## config.mk

```make
export PLATFORM = sky130hd
export DESIGN_NAME = dma_trig_unit
export DESIGN_NICKNAME = d
export VERILOG_FILES = /design/src/rtl/dma_trig_pkg.sv /design/src/rtl/dma_trig_sync.sv /design/src/rtl/dma_trig_qualify.sv /design/src/rtl/dma_trig_burst_ctr.sv /design/src/rtl/dma_trig_unit.sv
export SDC_FILE = /design/constraint.sdc
export NUM_CORES = 1
export LEC_CHECK = 0
export BUFFER_PORTS_ARGS = -buffer_cell sky130_fd_sc_hd__buf_2
export CORE_AREA = 5 5 73 69
export DETAILED_ROUTE_END_ITERATION = 7
export DIE_AREA = 0 0 78 74
export GPL_TIMING_DRIVEN = 0
export SLEW_MARGIN = 30
export SYNTH_ARGS = -nofsm -noshare
export SYNTH_HDL_FRONTEND = slang
export SYNTH_SLANG_ARGS = --single-unit
```

## constraint.sdc

```tcl
create_clock -name clk -period 2.7 [get_ports clk]
set_input_delay 0.135 -clock clk [delete_from_list [all_inputs] [get_ports clk]]
set_output_delay 0.135 -clock clk [all_outputs]
set_load 0.005 [all_outputs]
```

## src/rtl/dma_trig_pkg.sv

```systemverilog
package dma_trig_pkg;

  // Active sense of the synchronized request line
  function automatic logic sense_active(input logic raw, input logic pol);
    return pol ? raw : ~raw;
  endfunction

  // Edge of interest: rising for pol=1, falling for pol=0
  function automatic logic sense_edge(input logic cur, input logic prev, input logic pol);
    return pol ? (cur & ~prev) : (~cur & prev);
  endfunction

  // Grant budget for one accepted trigger
  function automatic int unsigned grant_budget(input logic en, input int unsigned pow,
                                               input int unsigned max_pow);
    int unsigned p;
    p = (pow > max_pow) ? max_pow : pow;
    return en ? (32'd1 << p) : 32'd1;
  endfunction

endpackage

```

## src/rtl/dma_trig_sync.sv

```systemverilog
module dma_trig_sync #(
  parameter int STAGES = 2
) (
  input  logic clk,
  input  logic rst_n,
  input  logic req_in,
  output logic req_s,
  output logic req_d
);
  logic [STAGES-1:0] stg;

  always_ff @(posedge clk or negedge rst_n) begin
    if (!rst_n) begin
      stg   <= '0;
      req_d <= 1'b0;
    end else begin
      stg   <= {stg[STAGES-2:0], req_in};
      req_d <= stg[STAGES-1];
    end
  end

  assign req_s = stg[STAGES-1];
endmodule

```

## src/rtl/dma_trig_qualify.sv

```systemverilog
module dma_trig_qualify
  import dma_trig_pkg::*;
(
  input  logic hw_trig_en,
  input  logic trig_level,
  input  logic trig_pol,
  input  logic burst_en,
  input  logic req_s,
  input  logic req_d,
  input  logic sw_trig,
  input  logic desc_valid,
  input  logic clr_trig,
  input  logic idle,
  output logic edge_evt,
  output logic level_act,
  output logic hw_fire,
  output logic sw_fire,
  output logic trig_accept,
  output logic stream_go
);
  always_comb begin
    level_act   = sense_active(req_s, trig_pol);
    edge_evt    = sense_edge(req_s, req_d, trig_pol);
    hw_fire     = hw_trig_en & (trig_level ? (level_act & ~burst_en) : edge_evt);
    sw_fire     = sw_trig & desc_valid;
    trig_accept = idle & ~clr_trig & (hw_fire | sw_fire);
    stream_go   = hw_trig_en & trig_level & burst_en & level_act;
  end
endmodule

```

## src/rtl/dma_trig_burst_ctr.sv

```systemverilog
module dma_trig_burst_ctr
  import dma_trig_pkg::*;
#(
  parameter int POW_W   = 4,
  parameter int MAX_POW = 10,
  parameter int CNT_W   = MAX_POW + 1
) (
  input  logic             clk,
  input  logic             rst_n,
  input  logic             trig_accept,
  input  logic             burst_en,
  input  logic [POW_W-1:0] burst_pow,
  input  logic             xfer_done,
  input  logic             clr_trig,
  input  logic             src_wrap_en,
  input  logic             dst_wrap_en,
  output logic [CNT_W-1:0] cnt,
  output logic             idle,
  output logic             burst_end,
  output logic             src_rewind,
  output logic             dst_rewind
);
  localparam logic [CNT_W-1:0] ONE = CNT_W'(1);

  logic [CNT_W-1:0] budget;

  always_comb begin
    budget    = CNT_W'(grant_budget(burst_en, 32'(burst_pow), MAX_POW));
    idle      = (cnt == '0);
    burst_end = xfer_done & (cnt == ONE) & ~clr_trig;
  end

  always_ff @(posedge clk or negedge rst_n) begin
    if (!rst_n) begin
      cnt <= '0;
    end else if (clr_trig) begin
      cnt <= '0;
    end else if (trig_accept) begin
      cnt <= budget;
    end else if (xfer_done && !idle) begin
      cnt <= cnt - ONE;
    end
  end

  always_ff @(posedge clk or negedge rst_n) begin
    if (!rst_n) begin
      src_rewind <= 1'b0;
      dst_rewind <= 1'b0;
    end else begin
      src_rewind <= burst_end & src_wrap_en;
      dst_rewind <= burst_end & dst_wrap_en;
    end
  end
endmodule

```

## src/rtl/dma_trig_unit.sv

```systemverilog
module dma_trig_unit #(
  parameter int SYNC_STAGES = 2,
  parameter int POW_W       = 4,
  parameter int MAX_POW     = 10,
  localparam int CNT_W      = MAX_POW + 1
) (
  input  logic             clk,
  input  logic             rst_n,
  input  logic             hw_trig_en,
  input  logic             trig_level,
  input  logic             trig_pol,
  input  logic             burst_en,
  input  logic [POW_W-1:0] burst_pow,
  input  logic             src_wrap_en,
  input  logic             dst_wrap_en,
  input  logic             req_in,
  input  logic             sw_trig,
  input  logic             desc_valid,
  input  logic             clr_trig,
  input  logic             xfer_done,
  output logic             go,
  output logic [CNT_W-1:0] grants_left,
  output logic             src_rewind,
  output logic             dst_rewind
);
  // Named internal events, visible to the checker
  logic req_s, req_d;
  logic edge_evt, level_act, hw_fire, sw_fire;
  logic trig_accept, stream_go, idle, burst_end;

  dma_trig_sync #(.STAGES(SYNC_STAGES)) u_sync (
    .clk   (clk),
    .rst_n (rst_n),
    .req_in(req_in),
    .req_s (req_s),
    .req_d (req_d)
  );

  dma_trig_qualify u_qual (
    .hw_trig_en (hw_trig_en),
    .trig_level (trig_level),
    .trig_pol   (trig_pol),
    .burst_en   (burst_en),
    .req_s      (req_s),
    .req_d      (req_d),
    .sw_trig    (sw_trig),
    .desc_valid (desc_valid),
    .clr_trig   (clr_trig),
    .idle       (idle),
    .edge_evt   (edge_evt),
    .level_act  (level_act),
    .hw_fire    (hw_fire),
    .sw_fire    (sw_fire),
    .trig_accept(trig_accept),
    .stream_go  (stream_go)
  );

  dma_trig_burst_ctr #(
    .POW_W  (POW_W),
    .MAX_POW(MAX_POW),
    .CNT_W  (CNT_W)
  ) u_ctr (
    .clk        (clk),
    .rst_n      (rst_n),
    .trig_accept(trig_accept),
    .burst_en   (burst_en),
    .burst_pow  (burst_pow),
    .xfer_done  (xfer_done),
    .clr_trig   (clr_trig),
    .src_wrap_en(src_wrap_en),
    .dst_wrap_en(dst_wrap_en),
    .cnt        (grants_left),
    .idle       (idle),
    .burst_end  (burst_end),
    .src_rewind (src_rewind),
    .dst_rewind (dst_rewind)
  );

  assign go = ~idle | stream_go;
endmodule

```

==> out/metrics.yaml <==
power.share.clock: 0.188
routed_wl_um: 2560
synthCells: 110
grt_pass1_wl_um: 4320
vias: 943
path_clk_slew_ns: 0.06
numCtsBuffers: 3
p_seq_frac: 0.312
post_cts_resized: 0
die_w_um: 78
grt_max_degree: 17
worst-path-max-fanout: 10
die_h_um: 74
fmax_mhz: 427
cp-start-kind: "flip-flop"
critPathMaxStageDelay_ns: 0.59
layout_common_cells: "buf_2, dfrtp_1, a21oi_1"
mostFrequentLayoutCell: "buf_2"
power_uw: 1140
cts_sinks: 16
synth_compound_area_frac: 0.132
setup_viol: 0
post-route-period-util: 0.868
crit_family: "simple AND/OR/NAND/NOR gates"
io_pins: 31
async_flop_share: 1.00
synth_top_area_cell: "dfrtp_1"
num-nets-final: 165
yosysTopAreaCellShare: 0.398
wl_per_cell_um: 13.2
yosys-top-cells-area: "dfrtp_1, a21oi_1, mux2i_1"
tns_ns: 0
postCtsSetupRepairBufs: 0
syn2layout_area_growth_pct: 27.6
hpwl_um: 1990
register_area_um2: 400
multi_input_area_um2: 566
power.leakage_uw: 0.000577
switchingPower_uw: 465
drt_iter0_drc: 35
synthSimpleGateAreaFrac: 0.326
worstMarginPinSlew_ns: 0.594
htreeDepth: 1
antenna_found_initial: 0
antenna_cells: 0
synth-warning-count: 0
clkLatencyLatePin_ns: 0.25
final_area_um2: 1280
worstPathBufferInverterCount: 1
die_area_um2: 5770
cts_tree: "yes"
hold_buffers: 2
crit_path_top_delay_cell: "or4_4"
fillCellCount: 439
status: "finished, final reports clean"
crit_chain: "or4_4, nor4_4, a21boi_2, buf_6, nand4b_1, a21oi_1"
synth_top_family_by_area: "simple AND/OR/NAND/NOR gates"
drive_gt1_frac: 0.264
p_int_uw: 672
min_period_ns: 2.34
final_antenna_net_count: 0
endpoint_kind: "flip-flop"
coreArea_um2: 4230
ys_seq_elements: 16
powerDensity_nw_per_um2: 886
synth-edff-count: 0
finClkSkew_ns: 0.000790
worst_hold_slack_ns: 0.0607
port_buffers: 28
ys.flop_type: "dfrtp_1"
ys_types: 36
synth.avg_cell_area_um2: 9.15
vias_per_cell: 4.86
num_rows: 23
relSlewSlack: 0.601
power_frac_comb: 0.500
dpl_worst_slack_ns: 0.393
yosysSeqAreaShare: 0.398
slew_viol_final: 0
cts.path.max_buffers: 2
rsz0062_at_grt: "no"
syn_area_um2: 1010
setup_ws_ns: 0.357
dpl_cell_area_um2: 1210
synth-xor-area-share: 0.0174
hp-class: "primary input to flip-flop"
vdd_ir_drop_max_v: 0.000400
grtUsageTotal: 0.0921
crit_required_ns: 2.87
path_class: "flip-flop to flip-flop"
muxShareOfSynthArea: 0.0498
initial_core_util: 0.238
hold_viol_final: 0
drv_cap: 0
cp_data_arrival_time_ns: 2.51
drt_pre_antenna_iters: 4
gp_congestion: 0.770
overflow: 0
grt_pass1_vias: 883
switching_share: 0.409
drc: 0
synthAdderAreaFrac: 0.0373
root_buffer: "clkbuf_8"
synth_fp_nets: 130
==> layout make-up <==
cell class | count | share of cell area
multi-input cells | 86 | 0.441
clock buffers | 4 | 0.0429
flip-flops and latches | 16 | 0.312
plain buffers | 4 | 0.0195
inverters | 4 | 0.0117
repair buffers | 30 | 0.125
well taps | 50 | 0.0487
==> sequential cells by signal, summed over array words and instances, names as in the netlist <==
name / flops
u_sync.stg: 2
u_sync.req_d: 1
u_ctr.dst_rewind: 1
u_ctr.src_rewind: 1
u_ctr.cnt: 11
==> stage by stage <==
step | std cells | utilization
detailed placement | 188 | 0.286
finish | 194 | 0.303
CTS | 194 | 0.303
global route | 194 | 0.303
global placement | 188 | 0.286
floorplan | 110 | -
==> synth_stat cells (2+ instances only) <==
master	n
nand4b_1	5
nand4_1	3
a21oi_1	14
nand3_1	4
mux2i_1	5
nor4_1	5
inv_1	4
a31oi_1	2
nand2_1	2
or3_1	2
nor2_1	10
o21ai_0	2
xnor2_1	2
ha_1	3
buf_2	2
nor3_1	7
and2_1	3
nor3b_1	2
dfrtp_1	16
==> worst register-to-register path: stages (launching register included) <==
cell	delay, ns
dfrtp_1	0.44
or4_4	0.59
nor4_4	0.47
a21boi_2	0.28
buf_6	0.15
nand4b_1	0.13
a21oi_1	0.19
==> power by group through the flow <==
stage          sequential, uW  clock (uW)  combinational, uW
2_1_floorplan             352           0                404
4_1_cts                   355         217                573
5_1_grt                   365         232                645
6_report                  355         214                569
3_5_place_dp              359           0                566
3_3_place_gp              360           0                562
==> worst paths after layout <==
path / depth (start not counted) / start / endpoint / slack, ns
worst max register to register: 6 / u_ctr.cnt[7] / u_ctr.cnt[10] / 0.36
worst min register to register: 0 / u_sync.stg[0] / u_sync.stg[1] / 0.35
worst max-delay path: 6 / u_ctr.cnt[7] / u_ctr.cnt[10] / 0.36
worst min-delay path: 2 / clr_trig / u_ctr.cnt[6] / 0.06
min in group asynchronous: 2 / rst_n / u_ctr.cnt[3] / 0.33
max in group asynchronous: 2 / rst_n / u_ctr.cnt[10] / 2.11
==> per-layer routing <==
metal	track usage	vias up	wire (um)
li1	-	479	-
met1	0.125	438	1280
met2	0.142	24	1090
met3	0.0363	2	171
met4	0.0169	0	12
met5	0	-	0
==> cell families (layout without fill, tap and decap cells) <==
kind of cell	count (synthesis)	in the layout
buffers and inverters	8	42
XOR/XNOR	2	2
flip-flops	16	16
AO/OA/AOI/OAI	23	23
adder cells (fa/ha/maj)	3	3
multiplexers	5	5
AND/OR/NAND/NOR	53	53
Note: power is estimated with default switching activity, not from simulation.
